===== config.mk =====
export PLATFORM = sky130hd
export DESIGN_NAME = ring_window_shifter
export DESIGN_NICKNAME = d
export VERILOG_FILES = /design/src/rtl/ring_window_shifter.sv
export SDC_FILE = /design/constraint.sdc
export NUM_CORES = 1
export LEC_CHECK = 0
export BUFFER_PORTS_ARGS = -buffer_cell sky130_fd_sc_hd__buf_2
export CAP_MARGIN = 20
export CORE_UTILIZATION = 30
export DETAILED_ROUTE_END_ITERATION = 12
export SYNTH_ARGS = -nofsm -noshare
export SYNTH_HDL_FRONTEND = slang
export SYNTH_SLANG_ARGS = --single-unit

===== constraint.sdc =====
create_clock -name clk -period 3.44 [get_ports clk]
set_clock_uncertainty 0.05 [all_clocks]
set_input_delay 0.688 -clock clk [delete_from_list [all_inputs] [get_ports clk]]
set_output_delay 0.688 -clock clk [all_outputs]
set_load 0.03 [all_outputs]

===== src/rtl/ring_window_shifter.sv =====
module ring_window_shifter #(
  parameter int W  = 32,
  parameter int CW = $clog2(2*W)
) (
  input  logic          clk,
  input  logic          rst_n,
  input  logic [W-1:0]  reg_a,
  input  logic [W-1:0]  reg_b,
  input  logic [W-1:0]  mem_data,
  input  logic          lo_is_mem,
  input  logic          src_reg,
  input  logic [CW-1:0] imm_cnt,
  input  logic          upd_en,
  input  logic          upd_rel,
  input  logic [CW-1:0] upd_val,
  output logic [CW-1:0] cnt_q,
  output logic [W-1:0]  result
);
  localparam int RW = 2*W;

  logic [W-1:0]  lo_word;
  logic [RW-1:0] ring;
  logic [CW-1:0] cnt;
  logic [RW-1:0] stage [CW+1];

  assign lo_word = lo_is_mem ? mem_data : reg_b;
  assign ring    = {reg_a, lo_word};
  assign cnt     = src_reg ? cnt_q : imm_cnt;

  assign stage[0] = ring;
  for (genvar s = 0; s < CW; s++) begin : g_rot
    localparam int D = 1 << s;
    assign stage[s+1] = cnt[s] ? {stage[s][D-1:0], stage[s][RW-1:D]} : stage[s];
  end
  assign result = stage[CW][W-1:0];

  always_ff @(posedge clk) begin
    if (!rst_n)      cnt_q <= '0;
    else if (upd_en) cnt_q <= upd_rel ? cnt_q + upd_val : upd_val;
  end

  AST_CNT_ZERO_LOW: assert property (@(posedge clk) disable iff (!rst_n)
    (!src_reg && imm_cnt == '0) |-> result == lo_word);
  AST_CNT_HALF_HIGH: assert property (@(posedge clk) disable iff (!rst_n)
    (!src_reg && imm_cnt == CW'(W)) |-> result == reg_a);
  AST_HOLD: assert property (@(posedge clk) disable iff (!rst_n)
    !upd_en |=> $stable(cnt_q));
  AST_ABS_LOAD: assert property (@(posedge clk) disable iff (!rst_n)
    (upd_en && !upd_rel) |=> cnt_q == $past(upd_val));
  AST_REL_STEP: assert property (@(posedge clk) disable iff (!rst_n)
    (upd_en && upd_rel) |=> cnt_q == CW'($past(cnt_q) + $past(upd_val)));
  AST_WRAP_BIT: assert property (@(posedge clk) disable iff (!rst_n)
    (!src_reg && imm_cnt == CW'(RW-1)) |-> result[1] == reg_b[0] || lo_is_mem);
endmodule


==> results of run 1 <==
==> logic make-up after synthesis <==
logic type,synth area share [%]
adders and majority gates,1.63
AOI/OAI and AO/OA,22.5
DFF,2.38
buffers and inverters,6.41
and+or+nand+nor,9.83
muxes,56.8
xor gates and xnor gates,0.520
==> critical path: stages <==
cell and delay, ns:
buf_12 0.09, mux2i_4 0.35, buf_6 0.19, buf_16 0.13
mux4_2 0.31, mux2i_2 0.20, mux2i_1 0.15, mux2_4 0.31
mux4_2 0.50, buf_6 0.16
==> layout by cell type, fill, tap and decap left out, drive strengths merged, types with 7 or more instances in the layout <==
| cell type | netlist | layout |
|---|---|---|
| a21oi | 41 | 41 |
| a22oi | 14 | 14 |
| a21o | 9 | 9 |
| o21a | 8 | 8 |
| mux4 | 59 | 59 |
| nand3 | 7 | 7 |
| mux2i | 124 | 124 |
| nand2 | 56 | 56 |
| mux2 | 25 | 25 |
| buf | 34 | 320 |
| o21ai | 31 | 31 |
| nor2 | 35 | 35 |
| o211ai | 9 | 9 |
==> cell type report <==
cell class,instances,share of cell area [%]
timing repair buffer,323,30.1
sequential,6,1.40
multi-input combinational,502,64.1
clock buffer,3,0.874
tap,220,3.20
inverter,6,0.262
==> metal layers <==
metal  share of wire [%]  up-vias
li1                    -     2833
met1                  40     3066
met2                  48      335
met3                 7.6       73
met4                 4.4        0
met5                   0        -
==> stage by stage <==
step                      util (%)  setup slack, ns  instances  setup TNS, ns  instance area (sq um)
after floorplan                  -          -0.0228        569        -0.0555                   5140
after global placement        43.3           -0.427       1038         -10.20                   7160
after detailed placement      43.3           -0.475       1038         -10.72                   7160
after CTS                     47.5           -0.331       1052          -7.93                   7860
after global routing          52.0           -0.423       1060          -9.66                   8590
final                         52.0           -0.390       1060          -8.14                   8590
==> Yosys cell counts (all sizes together) (5+ instances only) <==
| master | count | area [sq um] |
|---|---|---|
| inv | 6 | 22.5 |
| dfxtp | 6 | 120 |
| o22ai | 5 | 31.3 |
| a32oi | 6 | 52.6 |
| mux4 | 59 | 1330 |
| a211o | 5 | 43.8 |
| nor2 | 35 | 131 |
| o21a | 8 | 60.1 |
| a21oi | 41 | 205 |
| o211a | 5 | 50.1 |
| a221oi | 6 | 52.6 |
| buf | 34 | 223 |
| nor3 | 6 | 30.0 |
| a22oi | 14 | 110 |
| o211ai | 9 | 67.6 |
| nand2 | 56 | 210 |
| mux2i | 124 | 1260 |
| a21o | 9 | 67.6 |
| clkbuf | 21 | 78.8 |
| ha | 5 | 62.6 |
| mux2 | 25 | 282 |
| o21ai | 31 | 155 |
| nand3 | 7 | 35.0 |
==> where the power goes <==
group,internal (W),switching (W)
logic,0.00133,0.00143
clock network,0.000150,0.0000434
registers,0.0000765,0.00000975
==> final timing paths <==
check	start	to	slack, ns	cells past startpoint
hold reg to reg	cnt_q[4]	cnt_q[4]	0.53	2
hold / removal	cnt_q[4]	cnt_q[4]	0.53	2
setup reg to reg	cnt_q[1]	cnt_q[5]	1.14	8
setup / recovery	src_reg	result[0]	-0.39	10
==> repair_timing <==
item                                    4_1_cts  5_1_grt
pin swaps                                    16       40
setup buffers                                 8        9
gates cloned                                  3        2
endpoints found under the setup margin       32       32
resized for setup                           132      156
==> reports/metrics.cfg, run 1 <==
[global_routing]
grt_util_met2_pct=41.2
use_met3_pct=2.73
grt_pass1_vias=6141
grt_max_degree=31
met1_usage_pct=32.2
grt_pass1_wl_um=33700
overflow=0
antenna_found_initial=0
grt_usage_pct=24.6
grt_busiest_layer=met2

[die]
fp.dieH_um=132
io_pins=152
core_sq_um=16500
start_util_pct=30.6
fp.dieArea_sq_um=17400
die_w_um=132
rows=47

[synth]
synth_flop_cell=dfxtp_1
synth_warnings=0
yosysSeqAreaShare_pct=2.38
async_flop_share_pct=0
synth_fp_nets=689
syn_area_per_cell_sq_um=8.88
syn_inst=569
ys_seq_elements=6
syn_area_sq_um=5050
synth-edff-count=0
yosysUniqueCellTypes=58

[cells_and_area]
synthToLayoutAreaGrowth_pct=70.1
drive_gt1_share_pct=66.0
largestRegisters=cnt_q: 6 flops
n_antenna_cell=0
multi_input_area_sq_um=5510
layout.nets=962
max_flop_register=cnt_q
seq_area_sq_um=120
fillers=1471
largest_register_ffs=6

[worst_hold_path]
hold_class=reg2reg

[place]
portBuffers=151
globalplace.congestion=0.951
hpwl_um=17300

[drt]
routed_wl_um=22500
via_per_inst=5.95
vias=6307
drc=0
first_pass_iters=7
drtIter0Drc=613
ant_nets=0
wl_per_cell_um=21.3

[pwr]
p_leak_nw=3.69
powerDensity_nw_per_um2=354
total_power_w=0.00304
ir_drop_mv=0.262

[clocking]
clock_latency_ns=0.23
clkTransAtPathRegs_ns=0.03
htreeDepth=1
postCtsHoldBufs=0
clockRootBuffer=clkbuf_16
numClockSinks=6
cts_tree=built
cts_buffer_depth=2
cts_buffers=3

[flow_run]
drv_cap=0

[timing]
rsz0062_at_grt=true
slew_headroom_pct=66.1
hold_viol_final=0
whs_ns=0.533
period_minus_slack_ns=3.83
fmaxAchievable_mhz=261
setup_viol=32
fin_ws_ns=-0.390
layout_worst_path_cycle_share_pct=111
slew_viol_final=0
tightest_slew_ns=0.507

[worst_setup_path]
end_kind=output port
crit_required_ns=2.70
arrival_ns=3.09
start_kind=primary input
critPathMaxFanout=7
path_class=in2out

[run_status]
violations=setup timing
outcome=finished, violations left

Note: power is estimated with default switching activity, not from simulation.
==> run 2, diff against run 1 <==
Settings changed: SETUP_SLACK_MARGIN set to 0.1.
==> run 2 against run 1 <==
  * The flow still finishes with violations (setup timing)
  * Sequential power is essentially flat
  * Maximum frequency is 0.12% higher
  * Die area unchanged
  * First-iteration DRC count increased by 4.2%
  * Setup slack better by 0.0045 ns
  * Total power fell by 2.3%
  * Global-route usage up 0.18 points
  * Sequential cell count unchanged
  * Largest cell class unchanged
==> reports/metrics.cfg, run 2 (synthesis results as in run 1) <==
[timing]
setup_viol=32
period_minus_slack_ns=3.83
fin_ws_ns=-0.386
rsz0062_at_grt=true
tightest_slew_ns=0.453
fmaxAchievable_mhz=261
slew_headroom_pct=68.9
whs_ns=0.538
layout_worst_path_cycle_share_pct=111
hold_viol_final=0
slew_viol_final=0

[worst_setup_path]
end_kind=output port
timing.rr.start=cnt_q[1]
start_kind=primary input
crit_required_ns=2.70
crit_buf_inv=5
path_delay_family=multiplexers
critical-path-max-stage-delay_ns=0.50
path_class=in2out
slowest_stage=mux4_2
critPathMaxFanout=8
startpoint=src_reg
path_cells=buf_12, mux2i_4, buf_6, buf_16, buf_4, mux4_2, a22oi_2, nand2_1, mux2_4, mux4_2, buf_6
arrival_ns=3.09

[cells_and_area]
n_antenna_cell=0
largest_register_ffs=6
final_common_cell=buf_4
max_flop_register=cnt_q
layout.nets=978
drive_gt1_share_pct=63.1
largestRegisters=cnt_q: 6 flops
layout_common_cells=153 x buf_4, 118 x buf_2, 79 x mux2i_1
synthToLayoutAreaGrowth_pct=66.9
final_cells=1076

[drt]
via_per_inst=5.84
drc=0
vias=6283
ant_nets=0
first_pass_iters=5
wl_per_cell_um=20.3
routed_wl_um=21800
drtIter0Drc=639

[die]
core_sq_um=16500
start_util_pct=30.6
fp.dieH_um=132
rows=47
fp.dieArea_sq_um=17400
die_w_um=132
io_pins=152

[run_status]
violations=setup timing
outcome=finished, violations left

[global_routing]
grt_usage_pct=24.8
antenna_found_initial=0
overflow=0
grt_pass1_wl_um=34300
grt_max_degree=27
grt_pass1_vias=6356

[place]
dp_cells=1046
globalplace.congestion=0.976
portBuffers=151
hpwl_um=17400

[clocking]
clockRootBuffer=clkbuf_16
cts_tree=built
numClockSinks=6
cts_buffer_depth=2
cts_buffers=3
clock_latency_ns=0.23
htreeDepth=1
postCtsHoldBufs=0
clkTransAtPathRegs_ns=0.03

[flow_run]
drv_cap=0

[pwr]
ir_drop_mv=0.243
total_power_w=0.00297
powerDensity_nw_per_um2=353
p_leak_nw=3.75

[worst_hold_path]
hold_class=reg2reg
hp-start=cnt_q[4]

-- run 2: cell types whose count changed in the layout (fill, tap and decap cells not counted), sizes merged --
| cell | before | now |
|---|---|---|
| bufbuf | 0 | 1 |
| clkbuf | 6 | 4 |
| buf | 320 | 337 |
-- run 2: worst paths after layout --
kind                                   to  slack (ns)  depth (start not counted)
worst max-delay path            result[0]       -0.39                         11
worst min register to register   cnt_q[4]        0.54                          2
worst max register to register   cnt_q[5]        1.16                          8
worst min-delay path             cnt_q[4]        0.54                          2
-- run 2: layout make-up --
| cell class | count | area, sq um |
|---|---|---|
| Clock buffer | 3 | 75.1 |
| Sequential cell | 6 | 120 |
| Multi-Input combinational cell | 502 | 5280 |
| Timing Repair Buffer | 339 | 2660 |
| Tap cell | 220 | 275 |
| Inverter | 6 | 22.5 |
| Fill cell | 1439 | 8090 |
-- run 2: timing repair --
action	CTS	global route
endpoints found under the setup margin	32	32
resized for setup	138	85
pin swaps	26	25
gates cloned	3	0
setup buffers	19	9
-- run 2: per-layer routing --
metal / share of wire (%) / vias up / track usage [%]
met4: 3.4 / 0 / 9.11
li1: - / 2878 / -
met3: 8.7 / 61 / 4.58
met2: 47 / 341 / 41.8
met5: 0 / - / 0
met1: 40 / 3003 / 31.4
-- run 2: tightest hold or removal path: stages, from the launching register on --
cell and delay, ns:
dfxtp_1 0.35, o21ai_0 0.15, a21oi_1 0.04
-- run 2: where the power goes --
part | internal [W] | leakage [nW] | switching [W] | total [W]
Sequential | 0.0000765 | 0.0499 | 0.00000971 | 0.0000862
Clock | 0.000149 | 0.0370 | 0.0000409 | 0.000190
Combinational | 0.00131 | 3.66 | 0.00139 | 0.00270
-- run 2: stage by stage --
stage / worst slack [ns] / util [%] / setup TNS, ns / cell area [sq um]
final: -0.386 / 51.0 / -8.50 / 8430
after global routing: -0.467 / 51.0 / -11.57 / 8430
after CTS: -0.370 / 49.0 / -8.38 / 8090
after detailed placement: -0.485 / 43.9 / -12.72 / 7250
after global placement: -0.487 / 43.9 / -12.05 / 7250
after floorplan: -0.0183 / - / -0.0489 / 5230
